$ cat src/rtl/mbseq_pkg.sv
package mbseq_pkg;
   typedef enum logic [2:0] {
      PH_IDLE = 3'd0,
      PH_T1   = 3'd1,
      PH_T2   = 3'd2,
      PH_T3   = 3'd3,
      PH_T4   = 3'd4
   } phase_e;
endpackage

$ cat src/rtl/mbseq_ctrl.sv
module mbseq_ctrl
   import mbseq_pkg::*;
#(
   parameter int ADDR_W = 20,
   parameter int DATA_W = 16,
   localparam int STAT_W = ADDR_W - DATA_W
) (
   input  logic              clk,
   input  logic              rst_n,
   input  logic              req_valid,
   input  logic              req_write,
   input  logic [ADDR_W-1:0] req_addr,
   input  logic              req_hi_en,
   input  logic [STAT_W-1:0] req_stat,
   input  logic [DATA_W-1:0] req_wdata,
   output phase_e            phase,
   output logic              cur_write,
   output logic [ADDR_W-1:0] cur_addr,
   output logic              cur_hi_en,
   output logic [STAT_W-1:0] cur_stat,
   output logic [DATA_W-1:0] cur_wdata,
   output logic              busy
);
   logic   take;
   phase_e phase_nx;

   assign take = req_valid && (phase == PH_IDLE || phase == PH_T4);
   assign busy = (phase == PH_T1) || (phase == PH_T2) || (phase == PH_T3);

   always_comb begin
      unique case (phase)
         PH_T1:   phase_nx = PH_T2;
         PH_T2:   phase_nx = PH_T3;
         PH_T3:   phase_nx = PH_T4;
         default: phase_nx = take ? PH_T1 : PH_IDLE;
      endcase
   end

   always_ff @(posedge clk or negedge rst_n) begin
      if (!rst_n) begin
         phase     <= PH_IDLE;
         cur_write <= 1'b0;
         cur_addr  <= '0;
         cur_hi_en <= 1'b0;
         cur_stat  <= '0;
         cur_wdata <= '0;
      end else begin
         phase <= phase_nx;
         if (take) begin
            cur_write <= req_write;
            cur_addr  <= req_addr;
            cur_hi_en <= req_hi_en;
            cur_stat  <= req_stat;
            cur_wdata <= req_wdata;
         end
      end
   end
endmodule

$ cat src/rtl/mbseq_half.sv
module mbseq_half
   import mbseq_pkg::*;
#(
   parameter bit LATE_ON_FALL = 1'b1
) (
   input  logic   clk,
   input  logic   rst_n,
   input  phase_e phase,
   output logic   late_t2
);
   generate
      if (LATE_ON_FALL) begin : g_fall
         logic fell_in_t2;
         always_ff @(negedge clk or negedge rst_n) begin
            if (!rst_n) fell_in_t2 <= 1'b0;
            else        fell_in_t2 <= (phase == PH_T2);
         end
         assign late_t2 = fell_in_t2 && (phase == PH_T2);
      end else begin : g_whole
         logic unused_ok;
         assign unused_ok = clk ^ rst_n;
         assign late_t2   = (phase == PH_T2);
      end
   endgenerate
endmodule

$ cat src/rtl/mbseq_pins.sv
module mbseq_pins
   import mbseq_pkg::*;
#(
   parameter int ADDR_W = 20,
   parameter int DATA_W = 16,
   localparam int STAT_W = ADDR_W - DATA_W
) (
   input  phase_e            phase,
   input  logic              late_t2,
   input  logic              cur_write,
   input  logic [ADDR_W-1:0] cur_addr,
   input  logic              cur_hi_en,
   input  logic [STAT_W-1:0] cur_stat,
   input  logic [DATA_W-1:0] cur_wdata,
   output logic [DATA_W-1:0] ad_out,
   output logic              ad_oe,
   output logic [STAT_W-1:0] a_hi,
   output logic              ale,
   output logic              mem_io,
   output logic              dt_r,
   output logic              rd_n,
   output logic              wr_n,
   output logic              den_n,
   output logic              bhe_n
);
   logic in_t1, in_t3, in_t4, active, rd_win, wr_data_win;

   assign in_t1  = (phase == PH_T1);
   assign in_t3  = (phase == PH_T3);
   assign in_t4  = (phase == PH_T4);
   assign active = (phase != PH_IDLE);

   assign rd_win      = late_t2 || in_t3;
   assign wr_data_win = late_t2 || in_t3 || in_t4;

   assign ale    = in_t1;
   assign mem_io = active;
   assign dt_r   = active && cur_write;
   assign bhe_n  = !(active && cur_hi_en);
   assign a_hi   = in_t1 ? cur_addr[ADDR_W-1:DATA_W] : (active ? cur_stat : '0);

   assign ad_oe  = in_t1 || (cur_write && wr_data_win);
   assign ad_out = in_t1 ? cur_addr[DATA_W-1:0] : (ad_oe ? cur_wdata : '0);

   assign rd_n   = !(!cur_write && rd_win);
   assign wr_n   = !(cur_write && (phase == PH_T2 || in_t3));
   assign den_n  = !(cur_write ? (phase == PH_T2 || in_t3 || in_t4) : rd_win);
endmodule

$ cat src/rtl/mbseq_rdcap.sv
module mbseq_rdcap
   import mbseq_pkg::*;
#(
   parameter int DATA_W = 16
) (
   input  logic              clk,
   input  logic              rst_n,
   input  phase_e            phase,
   input  logic              cur_write,
   input  logic [DATA_W-1:0] ad_in,
   output logic              rd_valid,
   output logic [DATA_W-1:0] rd_data
);
   always_ff @(posedge clk or negedge rst_n) begin
      if (!rst_n) begin
         rd_valid <= 1'b0;
         rd_data  <= '0;
      end else begin
         rd_valid <= (phase == PH_T3) && !cur_write;
         if (phase == PH_T3 && !cur_write) rd_data <= ad_in;
      end
   end
endmodule

$ cat src/rtl/mbseq_bus_cycle.sv
module mbseq_bus_cycle
   import mbseq_pkg::*;
#(
   parameter int ADDR_W       = 20,
   parameter int DATA_W       = 16,
   parameter bit LATE_ON_FALL = 1'b1,
   localparam int STAT_W      = ADDR_W - DATA_W
) (
   input  logic              clk,
   input  logic              rst_n,
   input  logic              req_valid,
   input  logic              req_write,
   input  logic [ADDR_W-1:0] req_addr,
   input  logic              req_hi_en,
   input  logic [STAT_W-1:0] req_stat,
   input  logic [DATA_W-1:0] req_wdata,
   output logic              busy,
   output logic              rd_valid,
   output logic [DATA_W-1:0] rd_data,
   output logic [DATA_W-1:0] ad_out,
   output logic              ad_oe,
   input  logic [DATA_W-1:0] ad_in,
   output logic [STAT_W-1:0] a_hi,
   output logic              ale,
   output logic              mem_io,
   output logic              dt_r,
   output logic              rd_n,
   output logic              wr_n,
   output logic              den_n,
   output logic              bhe_n
);
   generate
      if (ADDR_W <= DATA_W) begin : g_bad_width
         $error("mbseq_bus_cycle: ADDR_W must exceed DATA_W");
      end
      if (DATA_W < 8 || DATA_W % 8 != 0) begin : g_bad_data
         $error("mbseq_bus_cycle: DATA_W must be a multiple of 8");
      end
   endgenerate

   phase_e            phase;
   logic              late_t2;
   logic              cur_write, cur_hi_en;
   logic [ADDR_W-1:0] cur_addr;
   logic [STAT_W-1:0] cur_stat;
   logic [DATA_W-1:0] cur_wdata;

   mbseq_ctrl #(.ADDR_W(ADDR_W), .DATA_W(DATA_W)) u_ctrl (
      .clk(clk), .rst_n(rst_n), .req_valid(req_valid), .req_write(req_write),
      .req_addr(req_addr), .req_hi_en(req_hi_en), .req_stat(req_stat),
      .req_wdata(req_wdata), .phase(phase), .cur_write(cur_write),
      .cur_addr(cur_addr), .cur_hi_en(cur_hi_en), .cur_stat(cur_stat),
      .cur_wdata(cur_wdata), .busy(busy)
   );

   mbseq_half #(.LATE_ON_FALL(LATE_ON_FALL)) u_half (
      .clk(clk), .rst_n(rst_n), .phase(phase), .late_t2(late_t2)
   );

   mbseq_pins #(.ADDR_W(ADDR_W), .DATA_W(DATA_W)) u_pins (
      .phase(phase), .late_t2(late_t2), .cur_write(cur_write),
      .cur_addr(cur_addr), .cur_hi_en(cur_hi_en), .cur_stat(cur_stat),
      .cur_wdata(cur_wdata), .ad_out(ad_out), .ad_oe(ad_oe), .a_hi(a_hi),
      .ale(ale), .mem_io(mem_io), .dt_r(dt_r), .rd_n(rd_n), .wr_n(wr_n),
      .den_n(den_n), .bhe_n(bhe_n)
   );

   mbseq_rdcap #(.DATA_W(DATA_W)) u_rdcap (
      .clk(clk), .rst_n(rst_n), .phase(phase), .cur_write(cur_write),
      .ad_in(ad_in), .rd_valid(rd_valid), .rd_data(rd_data)
   );
endmodule

$ cat config.mk
export PLATFORM = sky130hd
export DESIGN_NAME = mbseq_bus_cycle
export DESIGN_NICKNAME = d
export VERILOG_FILES = /design/src/rtl/mbseq_pkg.sv /design/src/rtl/mbseq_ctrl.sv /design/src/rtl/mbseq_half.sv /design/src/rtl/mbseq_pins.sv /design/src/rtl/mbseq_rdcap.sv /design/src/rtl/mbseq_bus_cycle.sv
export SDC_FILE = /design/constraint.sdc
export NUM_CORES = 1
export LEC_CHECK = 0
export BUFFER_PORTS_ARGS = -buffer_cell sky130_fd_sc_hd__buf_4
export CAP_MARGIN = 10
export CORE_MARGIN = 2
export CORE_UTILIZATION = 35
export CTS_BUF_LIST = sky130_fd_sc_hd__clkbuf_16
export CTS_CLUSTER_DIAMETER = 120
export DETAILED_ROUTE_END_ITERATION = 8
export PLACE_DENSITY = 0.63
export SLEW_MARGIN = 40
export SYNTH_ARGS = -nofsm -noshare
export SYNTH_HDL_FRONTEND = slang
export SYNTH_SLANG_ARGS = --single-unit
export TNS_END_PERCENT = 20
$ cat constraint.sdc
create_clock -name clk -period 2.15 [get_ports clk]
set_input_delay 0.3225 -clock clk [delete_from_list [all_inputs] [get_ports clk]]
set_output_delay 0.3225 -clock clk [all_outputs]
set_load 0.02 [all_outputs]
==> impl_metrics.xml, run 1 <==
<?xml version="1.0" encoding="UTF-8"?>
<metrics>
  <group name="logic_synthesis">
    <metric name="synth_cell_types" unit="">28</metric>
    <metric name="synth_edf_count" unit="">0</metric>
    <metric name="post_synthesis_instance_total" unit="">189</metric>
    <metric name="ys.flop_type" unit="">dfrtp_1</metric>
    <metric name="post_synthesis_xor_xnor_area_fraction" unit="%">0.303</metric>
    <metric name="synthesis.yosys.warnings" unit="">0</metric>
    <metric name="synth_fp_nets" unit="">250</metric>
    <metric name="synth_top_family_by_area" unit="">multiplexers</metric>
    <metric name="synth_largest_type_area_fraction" unit="%">53.7</metric>
    <metric name="post_synth_and_or_nand_nor_area_fraction" unit="%">4.76</metric>
    <metric name="area_leader_netlist" unit="">dfrtp_1</metric>
    <metric name="synth.avg_cell_area" unit="um2">15.3</metric>
    <metric name="synthArstFlopShare" unit="%">100</metric>
    <metric name="mux_cell_area_share_after_synthesis" unit="%">28.1</metric>
    <metric name="synth_compound_area_share" unit="%">7.84</metric>
    <metric name="ys_seq_area_share" unit="%">54.6</metric>
    <metric name="synthesis.area" unit="um2">2890</metric>
    <metric name="synth_fa_ha_area_share" unit="%">0</metric>
    <metric name="synth-seq-cells" unit="">63</metric>
    <metric name="synth_top_cells_by_area" unit="">dfrtp_1 (54%), mux2_4 (22%), mux2_2 (6.2%), a32o_1 (5.5%), buf_6 (2.7%)</metric>
  </group>
  <group name="setup_path">
    <metric name="worst-endpoint-required" unit="ns">1.83</metric>
    <metric name="critical_path_capture_point_type" unit="">primary output</metric>
    <metric name="buffers_and_inverters_on_the_worst_path" unit="">2</metric>
    <metric name="critPathMaxStageDelay" unit="ns">0.35</metric>
    <metric name="critical_path_class" unit="">flip-flop to primary output</metric>
    <metric name="critPathMaxFanout" unit="">3</metric>
    <metric name="cp_data_arrival_time" unit="ns">2.56</metric>
    <metric name="critPathSlowestCell" unit="">dfrtn_1</metric>
    <metric name="worst_setup_path_start_kind" unit="">flip-flop</metric>
    <metric name="cp_top_family" unit="">compound AO/OA/AOI/OAI gates</metric>
    <metric name="path_cells" unit="">nor2_4 &gt; o2bb2ai_4 &gt; buf_4 &gt; a32o_2 &gt; buf_6</metric>
  </group>
  <group name="floorplanning">
    <metric name="standard_cell_row_count" unit="">33</metric>
    <metric name="die-height" unit="um">94.9</metric>
    <metric name="die-area" unit="um2">9000</metric>
    <metric name="design.core.area" unit="um2">8090</metric>
    <metric name="start_util" unit="%">35.7</metric>
    <metric name="chipWidth" unit="um">94.9</metric>
    <metric name="count_of_pins_on_the_block_boundary" unit="">107</metric>
  </group>
  <group name="clocking">
    <metric name="ctsRootBufferMaster" unit="">clkbuf_16</metric>
    <metric name="worst_setup_hold_path_clk_slew" unit="ns">0.05</metric>
    <metric name="cts.htree.levels" unit="">3</metric>
    <metric name="cts_tree" unit="">built</metric>
    <metric name="clk_lat_worst_skew" unit="ns">0.32</metric>
    <metric name="cts_made_buffers" unit="">9</metric>
    <metric name="tritoncts_num_sinks" unit="">63</metric>
    <metric name="clock_path_buffers" unit="">2</metric>
  </group>
  <group name="pwr">
    <metric name="power_after_layout" unit="mW">7.55</metric>
    <metric name="ir_drop" unit="uV">909</metric>
    <metric name="p_per_area" unit="nW/um2">1770</metric>
    <metric name="power.static_leakage" unit="nW">2.11</metric>
  </group>
  <group name="global_routing">
    <metric name="grt_usage" unit="%">14.8</metric>
    <metric name="grt_max_degree" unit="">63</metric>
    <metric name="grt_first_pass_wirelength" unit="mm">10.1</metric>
    <metric name="grt_antenna_before_repair" unit="">0</metric>
    <metric name="grt.overflow.total" unit="">0</metric>
    <metric name="first_global_vias" unit="">2052</metric>
  </group>
  <group name="layout">
    <metric name="fin_util" unit="%">52.6</metric>
    <metric name="finalNetCount" unit="">366</metric>
    <metric name="final_layout_size_suffix_gt1_share" unit="%">68.7</metric>
    <metric name="final_cell_area" unit="um2">4260</metric>
    <metric name="flow.area_growth_from_synthesis" unit="%">47.5</metric>
    <metric name="nFillCells" unit="">711</metric>
    <metric name="final_cell_mix" unit="">buf_4 (98), dfrtp_1 (62), mux2_4 (42)</metric>
    <metric name="num_antenna_cells" unit="">0</metric>
    <metric name="final_common_cell" unit="">buf_4</metric>
  </group>
  <group name="timing">
    <metric name="slew_headroom" unit="%">62.5</metric>
    <metric name="worstMarginPinSlew" unit="ns">0.563</metric>
    <metric name="finalWorstSetupSlack" unit="ns">-0.728</metric>
    <metric name="finClkSkew" unit="ns">0.00955</metric>
    <metric name="rsz_0062_raised_after_global_routing" unit="">true</metric>
    <metric name="finalSetupViolCount" unit="">19</metric>
    <metric name="tns" unit="ns">-13.40</metric>
    <metric name="maxSlewViolCount" unit="">0</metric>
    <metric name="finalHoldViolations" unit="">0</metric>
  </group>
  <group name="min_path">
    <metric name="timing.hold.worst.class" unit="">input pin to asynchronous set/reset pin</metric>
  </group>
  <group name="detailed_routing">
    <metric name="met3_length" unit="um">412</metric>
    <metric name="finalWirelength" unit="mm">6.51</metric>
    <metric name="vias" unit="">1994</metric>
    <metric name="route.detailed.vias_per_inst" unit="">4.80</metric>
    <metric name="iter_0_drt_violations" unit="">16</metric>
    <metric name="drt_first_pass_iters" unit="">4</metric>
    <metric name="route.layer.met1.wl" unit="mm">3.04</metric>
    <metric name="met2_length" unit="mm">2.98</metric>
    <metric name="dr.max_layer_used" unit="">met4</metric>
    <metric name="ant_nets" unit="">0</metric>
    <metric name="avgRoutedWirePerCell" unit="um">15.7</metric>
    <metric name="drc_errors" unit="">0</metric>
  </group>
  <group name="placement">
    <metric name="post-dp-hpwl" unit="mm">4.52</metric>
    <metric name="placed_area" unit="um2">3840</metric>
    <metric name="place_congestion" unit="">0.716</metric>
    <metric name="placement.io_buffers" unit="">106</metric>
    <metric name="detailedPlace.worstSlack" unit="ns">-0.531</metric>
  </group>
  <group name="status">
    <metric name="status" unit="">complete, but fails checks</metric>
    <metric name="failing_checks" unit="">setup timing</metric>
  </group>
  <group name="job">
    <metric name="max_cap_violations" unit="">0</metric>
  </group>
</metrics>
[cell families (layout without fill, tap and decap cells)]
family,Yosys count,count (layout)
buffers and inverters,16,137
flip-flops,63,63
AND/OR/NAND/NOR,26,26
XOR/XNOR,1,1
multiplexers,58,58
AO/OA/AOI/OAI,25,25
[Yosys cell counts (all sizes together) (2+ instances only)]
cell type   n
and2        4
o21ai       4
or3         2
mux2       58
dfrtp      62
nand3       4
buf        12
clkbuf      3
nand2       6
nor2        6
a32o       16
[what timing repair did]
item | CTS | global route
hold buffers | 0 | 0
buffers inserted | 2 | 0
gates resized for setup | 20 | 6
setup endpoints to repair | 19 | 19
pin swaps | 9 | 1
[path summary, 6_finish.rpt]
path	slack (ns)	end	cells past startpoint	startpoint
max	-0.73	ad_out[13]	5	u_half.g_fall.fell_in_t2
min	0.12	u_rdcap.rd_data[4]	2	rst_n
max reg2reg	0.30	u_half.g_fall.fell_in_t2	1	u_ctrl.phase[0]
min reg2reg	0.51	u_rdcap.rd_data[1]	1	u_rdcap.rd_data[1]
max in group asynchronous	1.28	u_half.g_fall.fell_in_t2	1	rst_n
min in group clk	0.23	u_ctrl.cur_wdata[4]	2	req_wdata[4]
[final cells by class]
type,count,area (um2),share of cell area [%]
clock inverter,7,80.1,1.88
sequential,63,1580,37.0
tap,105,131,3.08
inverter,1,3.75,0.0881
multi-input combinational,110,1230,29.0
clock buffer,9,225,5.29
timing repair buffer,120,1010,23.7
[state kept, by name (all words and copies together), names as in the netlist]
signal and count:
u_ctrl.cur_addr 20, u_ctrl.cur_wdata 16, u_rdcap.rd_data 16, u_ctrl.cur_stat 4, u_ctrl.phase 3, u_ctrl.cur_hi_en 1, u_ctrl.cur_write 1, u_half.g_fall.fell_in_t2 1
u_rdcap.rd_valid 1
[through the flow]
stage | hold slack, ns | instances
floorplan | 0.0269 | 189
global placement | 0.488 | 397
detailed placement | 0.495 | 397
CTS | 0.222 | 415
global route | 0.163 | 415
finish | 0.115 | 415
[routing by layer]
layer,global-route usage (%),vias to the layer above
li1,-,922
met1,19.9,995
met2,22.6,70
met3,4.71,7
met4,4.95,0
met5,0,-
[power breakdown]
group,internal [mW],switching [mW],leakage (nW)
sequential,1.80,0.387,0.751
combinational,2.16,1.74,1.20
clock,0.994,0.474,0.157
No activity file was read; power rests on OpenSTA's default activity.
==> run 2, diff against run 1 <==
- SYNTH_HIERARCHICAL: default -> 1
==> run 2 against run 1 <==
Compared with the run above: combinational power fell by 3%; sequential share of layout area shrank 1.1 points; first-iteration DRC count rose to 2.6 times the previous value; clock power increased by 5%; die area increased by 3.5%; via count increased by 12%; non-clock buffer count rose by 1; power up 0.48%; clock-buffer cell count is the same; the flow still finishes with violations (setup timing); design area grew 3.3%; setup slack worse by 0.19 ns; sequential power rose by 3%.
==> impl_metrics.xml, run 2 <==
<?xml version="1.0" encoding="UTF-8"?>
<metrics>
  <group name="job">
    <metric name="max_cap_violations" unit="">0</metric>
  </group>
  <group name="global_routing">
    <metric name="first_global_vias" unit="">2147</metric>
    <metric name="grt_antenna_before_repair" unit="">0</metric>
    <metric name="grt_max_degree" unit="">63</metric>
    <metric name="grt_usage" unit="%">15.6</metric>
    <metric name="grt_first_pass_wirelength" unit="mm">10.8</metric>
    <metric name="grt.overflow.total" unit="">0</metric>
  </group>
  <group name="logic_synthesis">
    <metric name="synthesis.yosys.warnings" unit="">6</metric>
    <metric name="area_leader_netlist" unit="">dfrtp_1</metric>
    <metric name="synth_fa_ha_area_share" unit="%">0</metric>
    <metric name="synth_edf_count" unit="">0</metric>
    <metric name="synth.avg_cell_area" unit="um2">13.1</metric>
    <metric name="ys_seq_area_share" unit="%">52.7</metric>
    <metric name="synth_top_cells_by_area" unit="">dfrtp_1 (52%), mux2_2 (17%), a32oi_1 (4.7%), mux2_4 (4.5%), buf_6 (3.4%)</metric>
    <metric name="synth-seq-cells" unit="">63</metric>
    <metric name="mux_cell_area_share_after_synthesis" unit="%">22.9</metric>
    <metric name="synthArstFlopShare" unit="%">100</metric>
    <metric name="synth_top_cells_by_count" unit="">dfrtp_1 (62), mux2_2 (46), nand2_1 (26)</metric>
    <metric name="ys.flop_type" unit="">dfrtp_1</metric>
    <metric name="post_synthesis_xor_xnor_area_fraction" unit="%">0.293</metric>
    <metric name="synth_compound_area_share" unit="%">10.3</metric>
    <metric name="synth_most_common_cell" unit="">dfrtp_1</metric>
    <metric name="post_synth_and_or_nand_nor_area_fraction" unit="%">8.73</metric>
    <metric name="synth_cell_types" unit="">36</metric>
    <metric name="synth_fp_nets" unit="">290</metric>
    <metric name="synth_largest_type_area_fraction" unit="%">51.8</metric>
    <metric name="synthesis.area" unit="um2">2990</metric>
    <metric name="synth_top_family_by_area" unit="">multiplexers</metric>
    <metric name="post_synthesis_instance_total" unit="">229</metric>
  </group>
  <group name="setup_path">
    <metric name="cp-startpoint" unit="">u_half/g_fall.fell_in_t2</metric>
    <metric name="critical_path_class" unit="">flip-flop to primary output</metric>
    <metric name="cp_data_arrival_time" unit="ns">2.74</metric>
    <metric name="critPathMaxStageDelay" unit="ns">0.31</metric>
    <metric name="rr_startpoint" unit="">u_ctrl/phase[1]</metric>
    <metric name="worst-endpoint-required" unit="ns">1.83</metric>
    <metric name="path_cells" unit="">and4bb_2 &gt; buf_4 &gt; a21oi_4 &gt; buf_12 &gt; o21ai_2 &gt; buf_6</metric>
    <metric name="worst_setup_path_start_kind" unit="">flip-flop</metric>
    <metric name="critPathSlowestCell" unit="">dfrtn_1</metric>
    <metric name="ff2ff_setup_slack" unit="ns">0.28</metric>
    <metric name="critPathMaxFanout" unit="">10</metric>
    <metric name="cp_top_family" unit="">buffers and inverters</metric>
    <metric name="worst-r2r-cell-count" unit="">1</metric>
    <metric name="buffers_and_inverters_on_the_worst_path" unit="">3</metric>
    <metric name="r2r-end" unit="">u_half/g_fall.fell_in_t2</metric>
    <metric name="critical_path_capture_point_type" unit="">primary output</metric>
  </group>
  <group name="timing">
    <metric name="finalWorstSetupSlack" unit="ns">-0.914</metric>
    <metric name="rsz_0062_raised_after_global_routing" unit="">true</metric>
    <metric name="finalHoldViolations" unit="">0</metric>
    <metric name="finalSetupViolCount" unit="">19</metric>
    <metric name="finClkSkew" unit="ns">0.0108</metric>
    <metric name="maxSlewViolCount" unit="">0</metric>
    <metric name="worstMarginPinSlew" unit="ns">0.567</metric>
    <metric name="fin_hold_ws" unit="ns">0.0688</metric>
    <metric name="slew_headroom" unit="%">62.2</metric>
  </group>
  <group name="floorplanning">
    <metric name="start_util" unit="%">36.3</metric>
    <metric name="count_of_pins_on_the_block_boundary" unit="">107</metric>
    <metric name="standard_cell_row_count" unit="">33</metric>
    <metric name="chipWidth" unit="um">96.5</metric>
    <metric name="die-area" unit="um2">9310</metric>
    <metric name="design.core.area" unit="um2">8260</metric>
    <metric name="die-height" unit="um">96.5</metric>
  </group>
  <group name="placement">
    <metric name="placement.io_buffers" unit="">106</metric>
    <metric name="detailedPlace.worstSlack" unit="ns">-0.585</metric>
    <metric name="place_congestion" unit="">0.746</metric>
    <metric name="post-place-cells" unit="">440</metric>
    <metric name="post-dp-hpwl" unit="mm">4.88</metric>
  </group>
  <group name="detailed_routing">
    <metric name="drt_first_pass_iters" unit="">4</metric>
    <metric name="finalWirelength" unit="mm">7.22</metric>
    <metric name="vias" unit="">2238</metric>
    <metric name="route.detailed.vias_per_inst" unit="">4.90</metric>
    <metric name="avgRoutedWirePerCell" unit="um">15.8</metric>
    <metric name="ant_nets" unit="">0</metric>
    <metric name="drc_errors" unit="">0</metric>
    <metric name="iter_0_drt_violations" unit="">42</metric>
  </group>
  <group name="pwr">
    <metric name="internal_power" unit="mW">4.73</metric>
    <metric name="power.static_leakage" unit="nW">1.99</metric>
    <metric name="netSwitchingPower" unit="mW">2.86</metric>
    <metric name="clock_power_share" unit="%">20.3</metric>
    <metric name="seq_power_share" unit="%">29.5</metric>
    <metric name="power.combinational.fraction" unit="%">50.1</metric>
    <metric name="p_per_area" unit="nW/um2">1720</metric>
    <metric name="sw_frac_of_total" unit="%">37.7</metric>
    <metric name="ir_drop" unit="uV">811</metric>
    <metric name="power_after_layout" unit="mW">7.58</metric>
  </group>
  <group name="layout">
    <metric name="largest_registers" unit="">u_ctrl/cur_addr x20, u_ctrl/cur_wdata x16, u_rdcap/rd_data x16</metric>
    <metric name="largest_register" unit="">u_ctrl/cur_addr</metric>
    <metric name="largest_reg_flops" unit="">20</metric>
    <metric name="final_common_cell" unit="">buf_4</metric>
    <metric name="num_antenna_cells" unit="">0</metric>
    <metric name="post_layout_nonfiller_instances" unit="">457</metric>
    <metric name="final_cell_mix" unit="">buf_4 (107), dfrtp_1 (60), mux2_2 (46)</metric>
    <metric name="flow.area_growth_from_synthesis" unit="%">46.9</metric>
    <metric name="finalNetCount" unit="">408</metric>
    <metric name="final_layout_size_suffix_gt1_share" unit="%">62.8</metric>
  </group>
  <group name="clocking">
    <metric name="cts_tree" unit="">built</metric>
    <metric name="ctsRootBufferMaster" unit="">clkbuf_16</metric>
    <metric name="tritoncts_num_sinks" unit="">63</metric>
    <metric name="clock_path_buffers" unit="">2</metric>
    <metric name="cts.htree.levels" unit="">3</metric>
    <metric name="cts_post_setup_buffers_inserted" unit="">0</metric>
    <metric name="clk_lat_worst_skew" unit="ns">0.33</metric>
    <metric name="cts_hold_buffers" unit="">0</metric>
    <metric name="cts_made_buffers" unit="">9</metric>
    <metric name="worst_setup_hold_path_clk_slew" unit="ns">0.06</metric>
  </group>
  <group name="status">
    <metric name="status" unit="">complete, but fails checks</metric>
    <metric name="failing_checks" unit="">setup timing</metric>
  </group>
  <group name="min_path">
    <metric name="timing.hold.worst.class" unit="">input pin to asynchronous set/reset pin</metric>
  </group>
</metrics>
run 2: cell count changes in the layout (fill, tap and decap cells not counted), moves of 9 or more:
cell / delta
mux2_4: -33
mux2_2: +30
nand2_1: +20
a32o_2: -15
a32oi_1: +11
o21ai_2: +11
buf_4: +9
run 2: per-stage QoR:
stage | area [um2] | util, % | TNS (ns)
global route | 4400 | 53.3 | -17.89
finish | 4400 | 53.3 | -16.45
floorplan | 3050 | - | -8.13
global placement | 3960 | 47.9 | -9.82
CTS | 4300 | 52.1 | -16.84
detailed placement | 3960 | 47.9 | -10.03
run 2: how the worst max path moves through the flow:
stage,to,slack (ns),depth (start not counted)
after global placement,ad_out[1],-0.56,6
after floorplan,ad_out[0],-0.48,5
after detailed placement,ad_out[9],-0.59,5
final,ad_out[1],-0.91,6
after CTS,ad_out[15],-0.95,5
after global routing,ad_out[3],-0.99,6
run 2: layout make-up:
cell class,instances,area (um2)
Inverter,2,7.51
Tap cell,105,131
Multi-Input combinational cell,150,1380
Clock buffer,9,225
Timing Repair Buffer,121,978
Clock inverter,7,96.3
Sequential cell,63,1580
Fill cell,737,3860
run 2: power groups by stage:
| stage | Sequential (mW) | Combinational (mW) | Clock [mW] |
|---|---|---|---|
| floorplan | 2.34 | 2.21 | 0 |
| global placement | 2.20 | 3.58 | 0 |
| detailed placement | 2.22 | 3.65 | 0 |
| CTS | 2.21 | 3.70 | 1.58 |
| global route | 2.33 | 4.07 | 1.65 |
| finish | 2.24 | 3.80 | 1.54 |
run 2: metal layers:
| metal | track usage, % | vias to the layer above | part of all wire, % |
|---|---|---|---|
| li1 | - | 1073 | - |
| met1 | 20.3 | 1096 | 43 |
| met2 | 24.3 | 60 | 49 |
| met3 | 5.90 | 9 | 6.4 |
| met4 | 4.58 | 0 | 1.1 |
| met5 | 0 | - | 0 |
run 2: cell families (layout without fill, tap and decap cells):
group / Yosys count / after routing
flip-flops: 63 / 63
multiplexers: 58 / 58
AND/OR/NAND/NOR: 46 / 46
AO/OA/AOI/OAI: 44 / 45
buffers and inverters: 17 / 139
XOR/XNOR: 1 / 1
run 2: what timing repair did:
item	4_1_cts	5_1_grt
pin swaps	3	6
resized for setup	6	17
cloned	0	1
setup endpoints to repair	19	21
